File: src/rtl/segirq_pkg.sv
package segirq_pkg;

  // Number of interrupt sources and their bit positions (higher index = higher priority)
  localparam int NSRC       = 4;
  localparam int IDX_FRAME  = 0;
  localparam int IDX_BOFF   = 1;
  localparam int IDX_BON    = 2;
  localparam int IDX_NOCAP  = 3;

  typedef logic [NSRC-1:0] src_vec_t;

  // Register addresses on the control bus
  typedef enum logic [1:0] {
    REG_ENABLE = 2'd0,
    REG_FLAGS  = 2'd1,
    REG_VECTOR = 2'd2,
    REG_NONE   = 2'd3
  } reg_addr_e;

  // Blink operating modes
  typedef enum logic [1:0] {
    BLK_OFF   = 2'b00,
    BLK_PH_A  = 2'b01,
    BLK_PH_B  = 2'b10,
    BLK_SWAP  = 2'b11
  } blink_mode_e;

  // Flags that a display/blink memory write auto-clears
  localparam src_vec_t MEMWR_CLR_MASK = src_vec_t'((1 << IDX_FRAME) | (1 << IDX_BOFF) | (1 << IDX_BON));

endpackage

File: src/rtl/segirq_rst_sync.sv
module segirq_rst_sync #(
  parameter int STAGES = 2
) (
  input  logic clk,
  input  logic rst_n,
  output logic rst_s
);

  logic [STAGES-1:0] chain_q;
  logic [STAGES-1:0] chain_n;

  always_comb begin
    chain_n = {chain_q[STAGES-2:0], 1'b1};
  end

  always_ff @(posedge clk or negedge rst_n) begin
    if (!rst_n) begin
      chain_q <= '0;
    end else begin
      chain_q <= chain_n;
    end
  end

  assign rst_s = chain_q[STAGES-1];

endmodule

File: src/rtl/segirq_blink_edge.sv
module segirq_blink_edge
  import segirq_pkg::*;
(
  input  logic       clk,
  input  logic       rst_n,
  input  logic       blink_clk,
  input  logic [1:0] blink_mode,
  output logic       on_evt,
  output logic       off_evt
);

  logic blink_q;
  logic sel_q;     // 1: blink memory currently selected in swap mode
  logic sel_n;
  logic sel_en;
  logic rise;
  logic fall;

  assign rise = blink_clk & ~blink_q;
  assign fall = ~blink_clk & blink_q;

  // Event generation per mode
  always_comb begin
    on_evt  = 1'b0;
    off_evt = 1'b0;
    unique case (blink_mode_e'(blink_mode))
      BLK_OFF: begin
        on_evt  = 1'b0;
        off_evt = 1'b0;
      end
      BLK_SWAP: begin
        on_evt  = rise & ~sel_q;
        off_evt = rise & sel_q;
      end
      default: begin
        on_evt  = rise;
        off_evt = fall;
      end
    endcase
  end

  // Display-source selection for swap mode
  always_comb begin
    if (blink_mode_e'(blink_mode) != BLK_SWAP) begin
      sel_n = 1'b0;
    end else if (rise) begin
      sel_n = ~sel_q;
    end else begin
      sel_n = sel_q;
    end
    sel_en = (sel_n != sel_q);
  end

  always_ff @(posedge clk or negedge rst_n) begin
    if (!rst_n) begin
      blink_q <= 1'b0;
    end else begin
      blink_q <= blink_clk;
    end
  end

  always_ff @(posedge clk or negedge rst_n) begin
    if (!rst_n) begin
      sel_q <= 1'b0;
    end else if (sel_en) begin
      sel_q <= sel_n;
    end
  end

endmodule

File: src/rtl/segirq_flag_bank.sv
module segirq_flag_bank
  import segirq_pkg::*;
(
  input  logic     clk,
  input  logic     rst_n,
  input  src_vec_t set_evt,
  input  src_vec_t clr_mask,
  output src_vec_t flags
);

  src_vec_t flags_q;
  src_vec_t flags_n;
  logic     upd_en;

  // Set has priority over clear so no hardware event is lost
  always_comb begin
    for (int i = 0; i < NSRC; i++) begin
      flags_n[i] = set_evt[i] | (flags_q[i] & ~clr_mask[i]);
    end
    upd_en = |(flags_n ^ flags_q);
  end

  always_ff @(posedge clk or negedge rst_n) begin
    if (!rst_n) begin
      flags_q <= '0;
    end else if (upd_en) begin
      flags_q <= flags_n;
    end
  end

  assign flags = flags_q;

endmodule

File: src/rtl/segirq_prio.sv
module segirq_prio
  import segirq_pkg::*;
#(
  parameter int DATA_W   = 16,
  parameter int VEC_STEP = 2
) (
  input  src_vec_t          pend,
  output src_vec_t          hi_onehot,
  output logic [DATA_W-1:0] vec_code
);

  logic [NSRC:0] above;   // above[i]: some source with index >= i is pending

  assign above[NSRC] = 1'b0;

  genvar g;
  generate
    for (g = NSRC - 1; g >= 0; g--) begin : g_lvl
      assign above[g]     = above[g+1] | pend[g];
      assign hi_onehot[g] = pend[g] & ~above[g+1];
    end
  endgenerate

  // Code for index i: (NSRC - i) * VEC_STEP, 0 when nothing pending
  always_comb begin
    vec_code = '0;
    for (int i = 0; i < NSRC; i++) begin
      if (hi_onehot[i]) begin
        vec_code = DATA_W'((NSRC - i) * VEC_STEP);
      end
    end
  end

endmodule

File: src/rtl/segirq_vector_unit.sv
module segirq_vector_unit
  import segirq_pkg::*;
#(
  parameter int DATA_W      = 16,
  parameter int VEC_STEP    = 2,
  parameter int SYNC_STAGES = 2
) (
  input  logic              clk,
  input  logic              rst_n,
  input  logic              frame_tick,
  input  logic              blink_clk,
  input  logic [1:0]        blink_mode,
  input  logic              pump_en,
  input  logic              cap_missing,
  input  logic              mem_wr,
  input  logic              bus_rd,
  input  logic              bus_wr,
  input  logic [1:0]        bus_addr,
  input  logic [NSRC-1:0]   bus_wdata,
  output logic [DATA_W-1:0] bus_rdata,
  output logic              irq
);

  localparam int PAD_W = DATA_W - NSRC;

  logic              rst_s;
  logic              on_evt;
  logic              off_evt;
  src_vec_t          set_evt;
  src_vec_t          clr_mask;
  src_vec_t          flags_q;
  src_vec_t          en_q;
  src_vec_t          pend;
  src_vec_t          hi_onehot;
  logic [DATA_W-1:0] vec_code;
  logic              en_wr;
  logic              flag_wr;
  logic              vec_wr;
  logic              vec_rd;
  logic              irq_n;
  logic              irq_q;

  segirq_rst_sync #(.STAGES(SYNC_STAGES)) u_rst (
    .clk   (clk),
    .rst_n (rst_n),
    .rst_s (rst_s)
  );

  segirq_blink_edge u_blink (
    .clk        (clk),
    .rst_n      (rst_s),
    .blink_clk  (blink_clk),
    .blink_mode (blink_mode),
    .on_evt     (on_evt),
    .off_evt    (off_evt)
  );

  // Bus decode
  always_comb begin
    en_wr   = bus_wr && (reg_addr_e'(bus_addr) == REG_ENABLE);
    flag_wr = bus_wr && (reg_addr_e'(bus_addr) == REG_FLAGS);
    vec_wr  = bus_wr && (reg_addr_e'(bus_addr) == REG_VECTOR);
    vec_rd  = bus_rd && (reg_addr_e'(bus_addr) == REG_VECTOR);
  end

  // Hardware set events
  always_comb begin
    set_evt            = '0;
    set_evt[IDX_FRAME] = frame_tick;
    set_evt[IDX_BOFF]  = off_evt;
    set_evt[IDX_BON]   = on_evt;
    set_evt[IDX_NOCAP] = pump_en & cap_missing;
  end

  // All clearing actions merged
  always_comb begin
    clr_mask = '0;
    if (mem_wr)  clr_mask = clr_mask | MEMWR_CLR_MASK;
    if (vec_rd)  clr_mask = clr_mask | hi_onehot;
    if (vec_wr)  clr_mask = '1;
    if (flag_wr) clr_mask = clr_mask | bus_wdata;
  end

  segirq_flag_bank u_flags (
    .clk      (clk),
    .rst_n    (rst_s),
    .set_evt  (set_evt),
    .clr_mask (clr_mask),
    .flags    (flags_q)
  );

  always_ff @(posedge clk or negedge rst_s) begin
    if (!rst_s) begin
      en_q <= '0;
    end else if (en_wr) begin
      en_q <= bus_wdata;
    end
  end

  assign pend = flags_q & en_q;

  segirq_prio #(.DATA_W(DATA_W), .VEC_STEP(VEC_STEP)) u_prio (
    .pend      (pend),
    .hi_onehot (hi_onehot),
    .vec_code  (vec_code)
  );

  // Read data
  always_comb begin
    unique case (reg_addr_e'(bus_addr))
      REG_ENABLE: bus_rdata = {{PAD_W{1'b0}}, en_q};
      REG_FLAGS:  bus_rdata = {{PAD_W{1'b0}}, flags_q};
      REG_VECTOR: bus_rdata = vec_code;
      default:    bus_rdata = '0;
    endcase
  end

  // Registered interrupt request
  assign irq_n = |pend;

  always_ff @(posedge clk or negedge rst_s) begin
    if (!rst_s) begin
      irq_q <= 1'b0;
    end else if (irq_n != irq_q) begin
      irq_q <= irq_n;
    end
  end

  assign irq = irq_q;

endmodule

File: config.mk
export PLATFORM = sky130hd
export DESIGN_NAME = segirq_vector_unit
export DESIGN_NICKNAME = d
export VERILOG_FILES = /design/src/rtl/segirq_pkg.sv /design/src/rtl/segirq_rst_sync.sv /design/src/rtl/segirq_blink_edge.sv /design/src/rtl/segirq_flag_bank.sv /design/src/rtl/segirq_prio.sv /design/src/rtl/segirq_vector_unit.sv
export SDC_FILE = /design/constraint.sdc
export NUM_CORES = 1
export LEC_CHECK = 0
export ABC_AREA = 0
export CAP_MARGIN = 10
export CORE_MARGIN = 5
export CORE_UTILIZATION = 47
export CTS_BUF_LIST = sky130_fd_sc_hd__clkbuf_4
export CTS_CLUSTER_DIAMETER = 50
export CTS_CLUSTER_SIZE = 10
export DETAILED_ROUTE_END_ITERATION = 10
export DONT_BUFFER_PORTS = 1
export SLEW_MARGIN = 0
export SYNTH_ARGS = -nofsm -noshare
export SYNTH_HDL_FRONTEND = slang
export SYNTH_SLANG_ARGS = --single-unit
File: constraint.sdc
create_clock -name clk -period 1.8 [get_ports clk]
set_input_delay 0.18 -clock clk [delete_from_list [all_inputs] [get_ports clk]]
set_output_delay 0.18 -clock clk [all_outputs]
set_load 0.02 [all_outputs]
; ---- Word-level counts from Yosys, hierarchy flattened
; Cells that the tools add are included.
; W data, S select, Z words.
[totals]
ram_bits = 0
elab_cells = 65
reg_bits = 13
input_bits = 17
rom_bits = 0
mem_count = 0
latch_bits = 0
out_inout_bits = 17
[classes]
n_mux = 13
n_shift = 0
div_mod_pow = 0
n_addsub = 0
multipliers = 0
n_lt_le_gt_ge = 0
reduce_logical = 8
n_bitwise = 32
eq_ne = 6
[op_table]
columns = operator, count
row1 = $mux W16, 3
row2 = $pmux W16 S3, 1
row3 = $mux W4, 4
row4 = $and A1 B1 Y1, 12
row5 = $not A1 Y1, 10
row6 = $or A4 B4 Y4, 2
row7 = $reduce_or A4 Y1, 2
row8 = $or A1 B1 Y1, 6
row9 = $and A4 B4 Y4, 1
row10 = $eq A2 B2 Y1 const B, 2
row11 = $logic_and A1 B1 Y1, 4
row12 = $logic_not A2 Y1, 2
row13 = $pmux W1 S2, 2
row14 = $xor A4 B4 Y4, 1
row15 = $mux W3, 1
row16 = $eq A2 B1 Y1 const B, 1
row17 = $mux W1, 2
row18 = $ne A1 B1 Y1, 2
row19 = $ne A2 B2 Y1 const B, 1

; ---- Depth between registers and ports, before layout
[depth]
depth_word = 15
mapped_depth = 5
ltp_nobuf = 5

; ---- By module
; Synthesis repeated with hierarchy kept, for this count alone.
[unflattened]
hier_cells = 104
hier_area_um2 = 1017.2
[by_module_without_submodules]
columns = mod, cells_each, seq_area_each_um2, area_per_inst_um2, n_inst
row1 = segirq_vector_unit, 54, 125.1, 539.3, 1
row2 = segirq_prio, 23, 0.0, 156.4, 1
row3 = segirq_flag_bank, 12, 100.1, 145.1, 1
row4 = segirq_blink_edge, 12, 50.0, 122.6, 1
row5 = segirq_rst_sync, 3, 50.0, 53.8, 1

; ---- Least setup slack after synthesis
; No wires, ideal clock.
[synth_path]
kind = reg-to-output
from = register u_flags.flags_q[2] (netlist: u_flags.flags[2])
to = output bus_rdata[3]
n_path_buf = 0
path_stages_with_launch = 4
required_ns = 1.620
t_arrival_ns = 1.356
slack_ns = 0.264
path_cell_list = dfrtp_1 -> a222oi_1 -> a41oi_1 -> o22ai_1
[synth_via]
elab_chain_len = 10
elab_cells_between_ends = 13
classes_between = mux: 5 / bitwise: 8
[synth_rtl]
columns = item, line
row1 = "start, declared", segirq_flag_bank.sv:11  ; src_vec_t flags_q;
row2 = "start signal, assigned", segirq_flag_bank.sv:27  ; flags_q <= flags_n;
row3 = $and A4 B4 Y4 (*), segirq_vector_unit.sv:100  ; assign pend = flags_q & en_q;
row4 = $or A1 B1 Y1 (2 in series), segirq_prio.sv:19  ; assign above[g] = above[g+1] | pend[g];
row5 = $not A1 Y1, segirq_prio.sv:20  ; assign hi_onehot[g] = pend[g] & ~above[g+1];
row6 = $and A1 B1 Y1, segirq_prio.sv:20
row7 = $mux W4, segirq_prio.sv:28  ; if (hi_onehot[i]) begin
row8 = $mux W16, segirq_prio.sv:28
row9 = $mux W16 (*) (2 in series), segirq_prio.sv:28
row10 = $pmux W16 S3 (*), segirq_vector_unit.sv:110  ; unique case (reg_addr_e'(bus_addr))
row11 = "end, declared", segirq_vector_unit.sv:20  ; output logic [DATA_W-1:0] bus_rdata,
; Every way passes the cells marked *; elsewhere a longest branch is shown, timed or not.

; ---- Worst setup path after layout
[layout_path]
from = register en_q[2]
to = output bus_rdata[3]
[layout_via]
elab_chain_len = 10
elab_cells_between_ends = 13
classes_between = mux: 5 / bitwise: 8
[layout_rtl]
columns = item, line
row1 = "start, declared", segirq_vector_unit.sv:32  ; src_vec_t en_q;
row2 = "start signal, assigned", segirq_vector_unit.sv:96  ; en_q <= bus_wdata;
row3 = $and A4 B4 Y4 (*), segirq_vector_unit.sv:100
row4 = $or A1 B1 Y1 (2 in series), segirq_prio.sv:19
row5 = $not A1 Y1, segirq_prio.sv:20
row6 = $and A1 B1 Y1, segirq_prio.sv:20
row7 = $mux W4, segirq_prio.sv:28
row8 = $mux W16, segirq_prio.sv:28
row9 = $mux W16 (*) (2 in series), segirq_prio.sv:28
row10 = $pmux W16 S3 (*), segirq_vector_unit.sv:110
; Marked as above.

==> metrics.md <==
| Metric | Value |
|---|---|
| Status | `completed` |
| Worst vdd ir | `412.0 uV` |
| Largest family of logic cells by synthesized area | `compound AO/OA/AOI/OAI gates` |
| Internal power | `0.5152 mW` |
| Top FF cell, synth | `dfrtp_1` |
| CTS sink cnt | `13` |
| Crit path buffers/inverters | `1` |
| Placeable Area | `around 1700 um2` |
| Commonest cells after routing, fill and taps aside | `13 x conb_1, 12 x dfrtp_1, 11 x nand2_1` |
| Synth Area in Adders | `under 10%` |
| Final wirelength | `1720 um` |
| Synthesized-area fraction occupied by and/or/nand/nor cells | `16.89%` |
| Nets | `114` |
| Seq pwr share | `50.7%` |
| Die height | `between 50 and 60 um` |
| Mean number of vias per cell | `5.314` |
| Cells after Synth | `85` |
| Critical path class | `reg -> out` |
| Max H-tree Level | `1` |
| Beginning of the worst register-to-register path | `en_q[2]$_DFFE_PN0P_` |
| Initial core utilization | `between 40% and 50%` |
| Setup violations, final | `0` |
| # DRC | `0` |
| Clock latency on the worst-skew pair | `0.27 ns` |
| Largest net degree at the start of global routing | `16` |
| CTS max path bufs | `2` |
| Clock group share of total power | `between 20% and 30%` |
| Fin crit period | `between 1.5 and 2 ns` |
| Die ar. | `2745 um2` |
| Final hold violation count | `0` |
| Synthesis Warnings | `0` |
| Fin util | `52.61%` |
| Syn_area_per_cell | `between 9 and 10 um2` |
| Commonest non-fill, non-tap cell in the layout | `conb_1` |
| R2R cell count | `4` |
| Final GP Congestion | `0.7984` |
| Asr flop ratio synth | `100.0%` |
| Root Buffer | `clkbuf_4` |
| # diodes | `0` |
| Sequential-to-total area share from yosys stat | `roughly 39%` |
| Drt first-iter violations | `15` |
| CTS tree | `built` |
| Setup WS pre-CTS | `0.2440 ns` |
| Fmax | `573.0 MHz` |
| Post-synth EDFFs | `0` |
| Final global-route overflow total | `0` |
| Reg2reg setup slack | `between 0.3 and 0.4 ns` |
| Cell Area, Synth | `844.6 um2` |
| WP data arrival | `1.57 ns` |
| Post-synthesis compound-gate area fraction | `17.19%` |
| Setup Skew | `0.001496 ns` |
| Sw Ratio | `31.91%` |
| Worst reg2reg path endpoint | `u_flags.flags[0]$_DFFE_PN0P_` |
| Layout cells sized above 1 | `15.05%` |
| Cell variety after synth | `28` |
| Largest delay share family, worst path | `compound AO/OA/AOI/OAI gates` |
| Crit path largest cell delay | `0.44 ns` |
| Setup crit start kind | `flip-flop` |
| Top-level I/O count | `34` |
| Clock transition at the registers of the reported paths | `0.08 ns` |
| Endpoint class of the critical path | `primary output` |
| DRT Pass-1 Iters | `4` |
| Final instance area | `908.4 um2` |
| Hold Crit Depth | `1` |
| Post-Synth XOR/XNOR Area | `0%` |
| First-pass GRT wire length | `2649 um` |
| Switching power | `approximately 0.24 mW` |
| Hold path start | `cap_missing` |
| Dpl cell area | `832.0 um2` |
| Row count | `15` |
| Crit path cell chain | `a222oi_1 > a41oi_1 > o22ai_1 > buf_4` |
| Final worst setup slack | `0.05477 ns` |
| Static Leak | `about 0.43 nW` |
| Worst hold path type | `in -> reg` |
| Slowest CP cell | `dfrtp_2` |
| RSZ-0062 raised after global routing | `yes` |
| ANT nets after route | `0` |
| Slew Limit Fails | `0` |
| DR WL/cell | `roughly 15 um` |
| PD cells | `833.1 nW/um2` |
| Number of global-route vias before repair | `595` |
| Crit path max fanout | `6` |
| Mux share of post-synthesis cell area | `8.889%` |
| CP required | `1.62 ns` |
| Initial antenna violation count | `0` |
| Max cap viols | `0` |
| Die width | `52.39 um` |
| DR vias | `627` |
| CTS Buf Count | `3` |
| Worst Hold End | `u_flags.flags[3]$_DFFE_PN0P_` |
| Yosys reg bits | `13` |
| IO buf count | `0` |
| Final period util | `96.96%` |
| Combinational group share of total power | `23.5%` |
| Dpl hpwl | `1308 um` |
| Area growth from synthesis to layout | `7.556%` |
| Overall Global Routing Usage | `13.13%` |
## sequential cells by signal, indices dropped and copies added (netlist names)
name	count
u_flags.flags	4
u_blink.blink_q	1
u_rst.chain_q	2
u_blink.sel_q	1
en_q	4
irq	1
## Yosys cell counts, drive strengths merged, types with 2 or more instances
cell   instances  area, um2
and3b          4      35.03
conb           2      7.510
o21ai          2      10.01
a41o           2      20.02
o22ai          3      18.77
nor2b          4      25.02
mux2i          3      30.03
buf           14      100.1
a32oi          2      17.52
dfrtp         13      325.3
mux2           4      45.04
a31oi          2      12.51
nor2           2      7.510
ha             3      37.54
nand2         11      41.29
inv            3      11.26
## cell families (layout without fill, tap and decap cells)
kind of cell,after synthesis,count (layout)
compound gates,18,18
fa+ha+maj,3,3
buf+inv,17,14
flops,13,13
mux,7,7
other cells,2,13
simple gates,25,25
## metal layers
metal / vias to the layer above / wire (um) / GRT usage, %
met1: 300 / 730 / 15.99
met3: 2 / 151 / 3.134
met5: - / 0 / 0
met4: 0 / 17 / 6.383
li1: 303 / - / -
met2: 22 / 821 / 21.49
## per-stage QoR
stage / TNS, ns / hold WS, ns / std cells / total power [mW]
finish: 0 / 0.03743 / 118 / 0.7567
global route: -0.09400 / 0.01314 / 118 / 0.8104
global placement: 0 / -0.1155 / 109 / 0.5441
CTS: 0 / 0.0001894 / 116 / 0.7552
floorplan: 0 / -0.1156 / 96 / 0.5363
detailed placement: 0 / -0.1155 / 109 / 0.5471
## layout make-up
| class | instances | area (um2) |
|---|---|---|
| timing repair buffer | 7 | 60.06 |
| fill | 170 | 818.3 |
| multi-input combinational | 66 | 449.2 |
| inverter | 3 | 11.26 |
| clock buffer | 4 | 30.03 |
| tap | 25 | 31.28 |
| sequential | 13 | 326.6 |
## timing repair
action | CTS | global route
hold buffers | 2 | 1
setup buffers | 1 | 1
gates resized for setup | 0 | 1
endpoints found under the hold margin | 3 | 1
endpoints found under the setup margin | 1 | 1
pin swaps | 1 | 2
## power by group through the flow
stage               combinational [mW]  sequential [mW]  clock (mW)
CTS                              0.171            0.383       0.201
finish                           0.178            0.384       0.195
detailed placement               0.158            0.389           0
floorplan                        0.160            0.376           0
global placement                 0.156            0.388           0
global route                     0.194            0.391       0.226
## how the worst max path moves through the flow
stage / start / end / slack, ns / depth (start not counted)
floorplan: u_flags.flags[2]$_DFFE_PN0P_ / bus_rdata[3] / 0.26 / 3
global placement: en_q[2]$_DFFE_PN0P_ / bus_rdata[3] / 0.28 / 4
detailed placement: en_q[2]$_DFFE_PN0P_ / bus_rdata[3] / 0.24 / 4
CTS: en_q[2]$_DFFE_PN0P_ / bus_rdata[3] / 0.007 / 4
global route: en_q[2]$_DFFE_PN0P_ / bus_rdata[3] / -0.09 / 4
finish: en_q[2]$_DFFE_PN0P_ / bus_rdata[3] / 0.05 / 4
Power figures use the tool's default switching activity.
